<file path="config.mk">
export PLATFORM = sky130hd
export DESIGN_NAME = dis_conv_seq
export DESIGN_NICKNAME = d
export VERILOG_FILES = /design/src/rtl/dis_pkg.sv /design/src/rtl/dis_cmd_decode.sv /design/src/rtl/dis_sat_counter.sv /design/src/rtl/dis_result_calc.sv /design/src/rtl/dis_conv_seq.sv
export SDC_FILE = /design/constraint.sdc
export NUM_CORES = 1
export LEC_CHECK = 0
export BUFFER_PORTS_ARGS = -buffer_cell sky130_fd_sc_hd__buf_2
export CAP_MARGIN = 20
export CORE_UTILIZATION = 60
export CTS_CLUSTER_DIAMETER = 30
export DETAILED_ROUTE_END_ITERATION = 6
export MAX_ROUTING_LAYER = met4
export PLACE_DENSITY_LB_ADDON = 0.2
export SYNTH_ARGS = -nofsm -noshare
export SYNTH_HDL_FRONTEND = slang
export SYNTH_HIERARCHICAL = 1
export SYNTH_SLANG_ARGS = --single-unit
</file>
<file path="constraint.sdc">
create_clock -name clk_i -period 10.07 [get_ports clk_i]
set_clock_uncertainty 0.05 [all_clocks]
set_input_delay 2.5175 -clock clk_i [delete_from_list [all_inputs] [get_ports clk_i]]
set_output_delay 2.5175 -clock clk_i [all_outputs]
set_load 0.02 [all_outputs]
</file>
<file path="src/rtl/dis_pkg.sv">
package dis_pkg;

    typedef enum logic [1:0] {
        MODE_CH1  = 2'b00,
        MODE_CH2  = 2'b01,
        MODE_DIFF = 2'b10,
        MODE_NONE = 2'b11
    } chan_mode_e;

    localparam logic [1:0] TIM_INT = 2'b00;
    localparam logic [1:0] TIM_EXT = 2'b01;

    typedef struct packed {
        logic       ok;
        logic       ext;
        chan_mode_e mode;
    } cmd_cfg_t;

endpackage

</file>
<file path="src/rtl/dis_cmd_decode.sv">
module dis_cmd_decode
    import dis_pkg::*;
(
    input  logic [3:0] code_i,
    output cmd_cfg_t   cfg_o
);

    always_comb begin
        cfg_o      = '{ok: 1'b0, ext: 1'b0, mode: MODE_NONE};
        cfg_o.ext  = (code_i[3:2] == TIM_EXT);
        cfg_o.mode = chan_mode_e'(code_i[1:0]);
        // only two timing codes and three channel codes are legal
        cfg_o.ok   = ((code_i[3:2] == TIM_INT) || (code_i[3:2] == TIM_EXT))
                     && (code_i[1:0] != MODE_NONE);
    end

endmodule

</file>
<file path="src/rtl/dis_sat_counter.sv">
module dis_sat_counter #(
    parameter int W = 16
) (
    input  logic         clk_i,
    input  logic         rst_ni,
    input  logic         clr_i,
    input  logic         inc_i,
    output logic [W-1:0] q_o,
    output logic [W-1:0] nxt_o
);

    localparam logic [W-1:0] CNT_MAX = '1;

    logic [W-1:0] cnt_d, cnt_q;

    always_comb begin
        nxt_o = cnt_q;
        if (inc_i && (cnt_q != CNT_MAX)) begin
            nxt_o = cnt_q + 1'b1;
        end
        cnt_d = clr_i ? '0 : nxt_o;
    end

    always_ff @(posedge clk_i) begin
        if (!rst_ni) begin
            cnt_q <= '0;
        end else begin
            cnt_q <= cnt_d;
        end
    end

    assign q_o = cnt_q;

    // a pinned counter stays pinned until cleared
    assert_sat_hold_R8: assert property (@(posedge clk_i) disable iff (!rst_ni)
        (cnt_q == CNT_MAX && !clr_i) |=> (cnt_q == CNT_MAX));

endmodule

</file>
<file path="src/rtl/dis_result_calc.sv">
module dis_result_calc
    import dis_pkg::*;
#(
    parameter int DW = 16
) (
    input  chan_mode_e    mode_i,
    input  logic [DW-1:0] cnt1_i,
    input  logic [DW-1:0] cnt2_i,
    output logic [DW-1:0] result_o
);

    localparam logic signed [DW:0] S_MAX = {2'b00, {(DW-1){1'b1}}};
    localparam logic signed [DW:0] S_MIN = {2'b11, {(DW-1){1'b0}}};

    logic signed [DW:0] diff;

    always_comb begin
        diff = $signed({1'b0, cnt1_i}) - $signed({1'b0, cnt2_i});
        unique case (mode_i)
            MODE_CH1: result_o = cnt1_i;
            MODE_CH2: result_o = cnt2_i;
            MODE_DIFF: begin
                // clamp the signed difference to the output range
                if (diff > S_MAX) begin
                    result_o = {1'b0, {(DW-1){1'b1}}};
                end else if (diff < S_MIN) begin
                    result_o = {1'b1, {(DW-1){1'b0}}};
                end else begin
                    result_o = diff[DW-1:0];
                end
            end
            default: result_o = '0;
        endcase
    end

endmodule

</file>
<file path="src/rtl/dis_conv_seq.sv">
module dis_conv_seq
    import dis_pkg::*;
#(
    parameter int DW    = 16,
    parameter int T_INT = 100
) (
    input  logic          clk_i,
    input  logic          rst_ni,
    input  logic [7:0]    cmd_i,
    input  logic          cmd_we_i,
    input  logic          rpt_i,
    input  logic          pulse_a_i,
    input  logic          pulse_b_i,
    output logic [DW-1:0] result_o,
    output logic [DW-1:0] period_o,
    output logic          valid_o
);

    localparam int NCH = 2;
    localparam int TW  = $clog2(T_INT + 1);
    localparam logic [TW-1:0] STAGE_LEN  = TW'(T_INT);
    localparam logic [DW-1:0] INT_PER_1  = DW'(T_INT);
    localparam logic [DW-1:0] INT_PER_2  = DW'(2 * T_INT);

    typedef struct packed {
        logic [7:0]    cmd;
        logic          run;
        logic          ext;
        chan_mode_e    mode;
        logic          stage2;
        logic [DW-1:0] result;
        logic [DW-1:0] period;
        logic          valid;
    } seq_state_t;

    seq_state_t st_d, st_q;

    logic          go, publish, start, adv, stage_done, first_diff;
    logic [7:0]    new_cmd;
    cmd_cfg_t      new_cfg, start_cfg, run_cfg;
    logic [NCH-1:0] pulse_in, cnt_en;
    logic [DW-1:0] cnt_q   [NCH];
    logic [DW-1:0] cnt_nxt [NCH];
    logic [DW-1:0] per_q, per_nxt, calc_res;
    logic [TW-1:0] tmr_q, tmr_nxt;
    logic          clr_cnt, clr_tmr;

    assign pulse_in = {pulse_b_i, pulse_a_i};
    assign go       = cmd_we_i | rpt_i;
    assign new_cmd  = cmd_we_i ? cmd_i : st_q.cmd;

    dis_cmd_decode u_decode (
        .code_i (new_cmd[3:0]),
        .cfg_o  (new_cfg)
    );

    // Channel enables: index 0 is channel 1, index 1 is channel 2
    always_comb begin
        cnt_en[0] = st_q.run && ((st_q.mode == MODE_CH1) ||
                                 (st_q.mode == MODE_DIFF && st_q.stage2));
        cnt_en[1] = st_q.run && ((st_q.mode == MODE_CH2) ||
                                 (st_q.mode == MODE_DIFF && !st_q.stage2));
    end

    for (genvar ch = 0; ch < NCH; ch++) begin : g_chan
        dis_sat_counter #(.W(DW)) u_cnt (
            .clk_i  (clk_i),
            .rst_ni (rst_ni),
            .clr_i  (clr_cnt),
            .inc_i  (cnt_en[ch] & pulse_in[ch]),
            .q_o    (cnt_q[ch]),
            .nxt_o  (cnt_nxt[ch])
        );
    end

    dis_sat_counter #(.W(DW)) u_period (
        .clk_i  (clk_i),
        .rst_ni (rst_ni),
        .clr_i  (clr_cnt),
        .inc_i  (st_q.run),
        .q_o    (per_q),
        .nxt_o  (per_nxt)
    );

    dis_sat_counter #(.W(TW)) u_stage_tmr (
        .clk_i  (clk_i),
        .rst_ni (rst_ni),
        .clr_i  (clr_tmr),
        .inc_i  (st_q.run & ~st_q.ext),
        .q_o    (tmr_q),
        .nxt_o  (tmr_nxt)
    );

    dis_result_calc #(.DW(DW)) u_calc (
        .mode_i   (st_q.mode),
        .cnt1_i   (cnt_nxt[0]),
        .cnt2_i   (cnt_nxt[1]),
        .result_o (calc_res)
    );

    always_comb begin
        st_d       = st_q;
        st_d.valid = 1'b0;
        publish    = 1'b0;
        start      = 1'b0;
        adv        = 1'b0;
        run_cfg    = '{ok: 1'b1, ext: st_q.ext, mode: st_q.mode};
        start_cfg  = new_cfg;
        first_diff = (st_q.mode == MODE_DIFF) && !st_q.stage2;
        stage_done = st_q.run && !st_q.ext && (tmr_nxt == STAGE_LEN);

        if (go) begin
            st_d.cmd = new_cmd;
            if (st_q.run && st_q.ext && first_diff) begin
                adv = 1'b1;
            end else begin
                start   = 1'b1;
                publish = st_q.run && st_q.ext;
            end
        end else if (stage_done) begin
            if (first_diff) begin
                adv = 1'b1;
            end else begin
                publish   = 1'b1;
                start     = 1'b1;
                start_cfg = run_cfg;
            end
        end

        if (adv) begin
            st_d.stage2 = 1'b1;
        end
        if (start) begin
            st_d.run    = start_cfg.ok;
            st_d.ext    = start_cfg.ext;
            st_d.mode   = start_cfg.ok ? start_cfg.mode : MODE_NONE;
            st_d.stage2 = 1'b0;
        end
        if (publish) begin
            st_d.result = calc_res;
            st_d.period = per_nxt;
            st_d.valid  = 1'b1;
        end

        clr_cnt = start || !st_q.run;
        clr_tmr = clr_cnt || adv;
    end

    always_ff @(posedge clk_i) begin
        if (!rst_ni) begin
            st_q <= '{cmd: 8'hFF, run: 1'b0, ext: 1'b0, mode: MODE_NONE,
                      stage2: 1'b0, result: '0, period: '0, valid: 1'b0};
        end else begin
            st_q <= st_d;
        end
    end

    assign result_o = st_q.result;
    assign period_o = st_q.period;
    assign valid_o  = st_q.valid;

    assert_cmd_persist_R10: assert property (@(posedge clk_i) disable iff (!rst_ni)
        !cmd_we_i |=> $stable(st_q.cmd));

    assert_hold_results_R11: assert property (@(posedge clk_i) disable iff (!rst_ni)
        !valid_o |-> ($stable(result_o) && $stable(period_o)));

    assert_idle_quiet_R1: assert property (@(posedge clk_i) disable iff (!rst_ni)
        (!st_q.run && !go) |=> !valid_o);

    assert_int_period_R5: assert property (@(posedge clk_i) disable iff (!rst_ni)
        (publish && !st_q.ext) |->
            (per_nxt == ((st_q.mode == MODE_DIFF) ? INT_PER_2 : INT_PER_1)));

    assert_stage_diff_R4: assert property (@(posedge clk_i) disable iff (!rst_ni)
        st_q.stage2 |-> (st_q.run && st_q.mode == MODE_DIFF));

    assert_timer_bound_R5: assert property (@(posedge clk_i) disable iff (!rst_ni)
        (st_q.run && !st_q.ext) |-> (tmr_q < STAGE_LEN));

    // The held counts never move while the block is idle
    assert_idle_clear_R1: assert property (@(posedge clk_i) disable iff (!rst_ni)
        (!st_q.run && !go) |=> (cnt_q[0] == '0 && cnt_q[1] == '0));

endmodule

</file>
# == Word-level counts from Yosys, hierarchy flattened ==
# Index checks and enable logic that the tools add are counted.
# op_classes
eq_ne,11
n_addsub,5
bitwise,6
n_mux,23
magnitude_cmp,2
n_reduce_logical,28
# op_table
cell,count
16-bit 2-to-1 mux,5
16-bit by 1-bit adder with 16-bit output (second input constant),3
16-bit inequality test (second input constant),3
16-bit one-hot mux with 3 select lines,1
17-bit by 16-bit > comparator with 1-bit output (second input constant),1
17-bit by 16-bit less-than comparator with 1-bit output (second input constant),1
16-bit by 16-bit subtractor with 17-bit output,1
4-bit 2-to-1 mux,4
1-bit logical AND,13
1-bit 2-to-1 mux,11
7-bit by 1-bit adder with 7-bit output (second input constant),1
7-bit == test (second input constant),1
7-bit 2-to-1 mux,1
7-bit inequality test (second input constant),1
2-bit OR reduction,3
1-bit logical OR,5
2-bit by 1-bit == test with 1-bit output (second input constant),2
2-bit logical NOT,2
4-bit inequality test (second input constant),1
2-bit AND reduction,2
1-bit bitwise AND,3
1-bit logical NOT,3
3-bit by 2-bit inequality test with 1-bit output (second input constant),1
2-bit == test (second input constant),1
other kinds (4),5
# word_totals
register_bits,97
output_inout_bits,33
elab_cells,87

# == Depth between registers and ports, before layout ==
# logic_depth
depth_word,12
ltp_mapped,20
mapped_depth_nobuf,18

# == Cells and area by module ==
# Netlist, hierarchy kept.
# modules_own_cells
mod,seq_area_each_um2,area_per_inst_um2,cells_per_inst,instances
dis_sat_counter at g_chan[0].u_cnt ...,320.3,868.3,104,3
dis_conv_seq,840.8,2127.0,234,1
dis_result_calc,0.0,1425.1,211,1
dis_sat_counter at u_stage_tmr,140.1,439.2,45,1
dis_cmd_decode,0.0,30.0,4,1

# == Worst setup path after synthesis ==
# Ideal clock, no wire load.
# synth_timing
path_type,input to register
startpoint,input pulse_a_i
endpoint,"register st_q, in the netlist result_o[1]"
setup_time_ns,0.118
n_path_buf,1
arrival_time_ns,5.999
stages,17
path_slack_ns,3.903
path_cell_list,nand2_1 > nor3_1 > and4_1 > nand4_1 > or4_1 > nand2_1 > ha_1 > buf_2 > a21oi_1 > o21ai_1 > or3_1 > o211ai_4 > o211ai_4 > or2_4 > a221o_1 > nand2_1 > mux2i_1
# synth_rtl
item,line_no,rtl
from (decl),dis_conv_seq.sv:12,"input logic pulse_a_i,"
to (signal assigned),dis_conv_seq.sv:151,"st_q <= '{cmd: 8'hFF, run: 1'b0, ext: 1'b0, mode: MODE_NONE,"
to (signal assigned),dis_conv_seq.sv:154,st_q <= st_d;
to (decl),dis_conv_seq.sv:36,"seq_state_t st_d, st_q;"

==> results.ini <==
[timing]
max_freq_mhz = 147
setup_viol = 0
hold_violations = 0
drv_slew = 0
period_share = 0.675
worstMarginPinSlew_ns = 1.09
tns_ns = 0
rsz0062_at_grt = no
period_minus_slack_ns = 6.79
slew_headroom = 0.270

[clock_network]
cts_num_sinks = 97
clockRootBuffer = clkbuf_8
clkSlewWorstSetupHoldPaths_ns = 0.10
clk_latency_ns = 0.39
cts_hold_buffers = 0
htree_levels = 3
cts_resized = 0
cts_setup_buffers = 0
cts_max_path_buffers = 2
cts_made_buffers = 9
cts_tree = built

[floorplanning]
design.die.area_um2 = 11500
fp-row-count = 38
die_w_um = 107
start_util = 0.614
die_h_um = 107
fp.coreArea_um2 = 10800
pin_count = 47

[detailed_routing]
routedWlPerCell_um = 15.8
via_per_inst = 6.09
wl_mm = 14.9
drt-pass1-iter-count = 6
drc_errors = 0
dr.first_iter.drc_count = 459
antenna_left = 0
num_vias = 5747

[worst_setup_path]
rr_endpoint = result_o[5]
cp_cell_sequence = buf_2 > nand2_1 > nor3_1 > and4_1 > nand4_1 > or4_1 > nand2_1 > ha_1 > nand2_1 > o21ai_1 > a31oi_1 > nand2_1 > nor3_1 > a211o_1 > o22ai_1 > nand2_1 > mux2i_1
end_kind = register
cp_max_fo = 10
reg2reg_depth = 18
rrSetupSlack_ns = 4.40
crit_path_start_kind = input port
path_class = in -> reg
slowest_stage = nor3_1
cp.required_ns = 10.29
startpoint = pulse_a_i
cpMostUsedCell = nand2_1
arrival_ns = 7.01
max_stage_delay_ns = 0.65
r2r_start = run_cfg[1]

[placed_design]
gp_congestion = 0.933
port_buffers = 42
dp_cells = 928
place_hpwl_mm = 10.9

[grt]
overflow = 0
grt_pass1_wl_mm = 24.5
grt_antenna_before_repair = 0
track_usage = 0.275
grt_pass1_vias = 5226
grt_max_degree = 75

[synthesis]
syn_area_um2 = 6630
ys_types = 78
synth_commonest_cells = nand2_1, dfxtp_1, nor2_1
yosys.area.top_type = dfxtp_1
yosysWarnings = 6
synth_area_leaders = dfxtp_1, mux2i_1, nand2_1
synth-async-reset-ratio = 0
avgSynthCellArea_um2 = 8.22
syn-num-nets = 842
ys.flop_type = dfxtp_1
yosysMostFrequentCell = nand2_1
synth-seq-cells = 97
synth_top_cell_area_share = 0.293
synth_edf_count = 0
synth_cells = 806
yosysSeqAreaShare = 0.293

[power_and_ir_drop]
max-vdd-ir-drop_mv = 0.0629
p_leak_nw = 2.57
power_density_nw_per_um2 = 98.7

[hold_path]
hold_path_class = reg -> reg
min_path_cells = 2
min_to = result_o[6]
worst_hold_startpoint = result_o[6]

[cells_and_area]
n_antenna_cell = 0
nNetsFinal = 835
drive_above_1_share = 0.146
n_fill_cell = 944
fin_util = 0.630
area_delta_synth_final_pct = 2.62
stdcell_count = 944

[outcome]
status = finished clean

[run]
max-cap-violations = 0

[cell type report]
cell class / count / area [um2] / share of cell area
multi-input combinational: 607 / 4110 / 0.604
sequential: 97 / 1940 / 0.286
timing repair buffer: 44 / 225 / 0.0331
tap: 140 / 175 / 0.0258
clock buffer: 12 / 165 / 0.0243
inverter: 40 / 150 / 0.0221
clock inverter: 4 / 33.8 / 0.00497
[report_power, final]
| group | internal (mW) | leakage (nW) | switching [mW] |
|---|---|---|---|
| clock network | 0.112 | 0.0992 | 0.143 |
| logic | 0.0111 | 1.69 | 0.0154 |
| registers | 0.385 | 0.782 | 0.00442 |
| total | 0.508 | 2.57 | 0.163 |
[metrics by stage]
stage | setup slack (ns) | hold slack (ns) | area, um2 | total power, mW
2_1_floorplan | 3.90 | 0.385 | 6630 | 0.420
3_3_place_gp | 3.00 | 0.389 | 6600 | 0.424
3_5_place_dp | 2.94 | 0.396 | 6600 | 0.425
4_1_cts | 3.29 | 0.412 | 6800 | 0.678
5_1_grt | 2.84 | 0.431 | 6800 | 0.697
6_report | 3.28 | 0.410 | 6800 | 0.671
[flip-flops by register name (all words and copies together) (netlist names)]
register / cells
valid_o: 1
u_period/q_o: 16
result_o: 16
st_q: 6
period_o: 16
g_chan.u_cnt/q_o: 32
run_cfg: 3
u_stage_tmr/q_o: 7
[worst max path at each step]
| stage | endpoint |
|---|---|
| floorplan | result_o[1] |
| global placement | result_o[7] |
| detailed placement | result_o[5] |
| CTS | result_o[5] |
| global route | result_o[5] |
| finish | result_o[5] |
[layout by cell type, fill, tap and decap left out, types with 19 or more instances in the layout]
| cell | instances |
|---|---|
| and2_1 | 25 |
| ha_1 | 21 |
| dfxtp_1 | 97 |
| nor2_1 | 49 |
| nand2_1 | 111 |
| buf_2 | 42 |
| inv_1 | 40 |
| o21ai_0 | 19 |
| a21oi_1 | 47 |
| mux2i_1 | 45 |
[routing by layer]
metal / share of wire / up-vias / global-route usage
met3: 0.054 / 32 / 0.0553
met4: 0.021 / 0 / 0.110
met2: 0.45 / 156 / 0.433
met5: 0 / - / -
met1: 0.47 / 2699 / 0.347
li1: - / 2860 / -
[kinds of logic after synthesis]
| logic type | synth area share |
|---|---|
| AND/OR/NAND/NOR | 0.274 |
| AO/OA/AOI/OAI | 0.185 |
| buffers and inverters | 0.0869 |
| flip-flops | 0.293 |
| multiplexers | 0.0889 |
| adder cells (fa/ha/maj) | 0.0457 |
| XOR/XNOR | 0.0264 |
[worst max-delay path, delay by kind of cell]
kind                       cells  cell delay, ns
AOI/OAI and AO/OA              4            1.03
adders and majority gates      1            0.33
buffers and inverters          1            0.08
muxes                          1            0.08
and+or+nand+nor               10            2.96
Note: power is estimated with default switching activity, not from simulation.
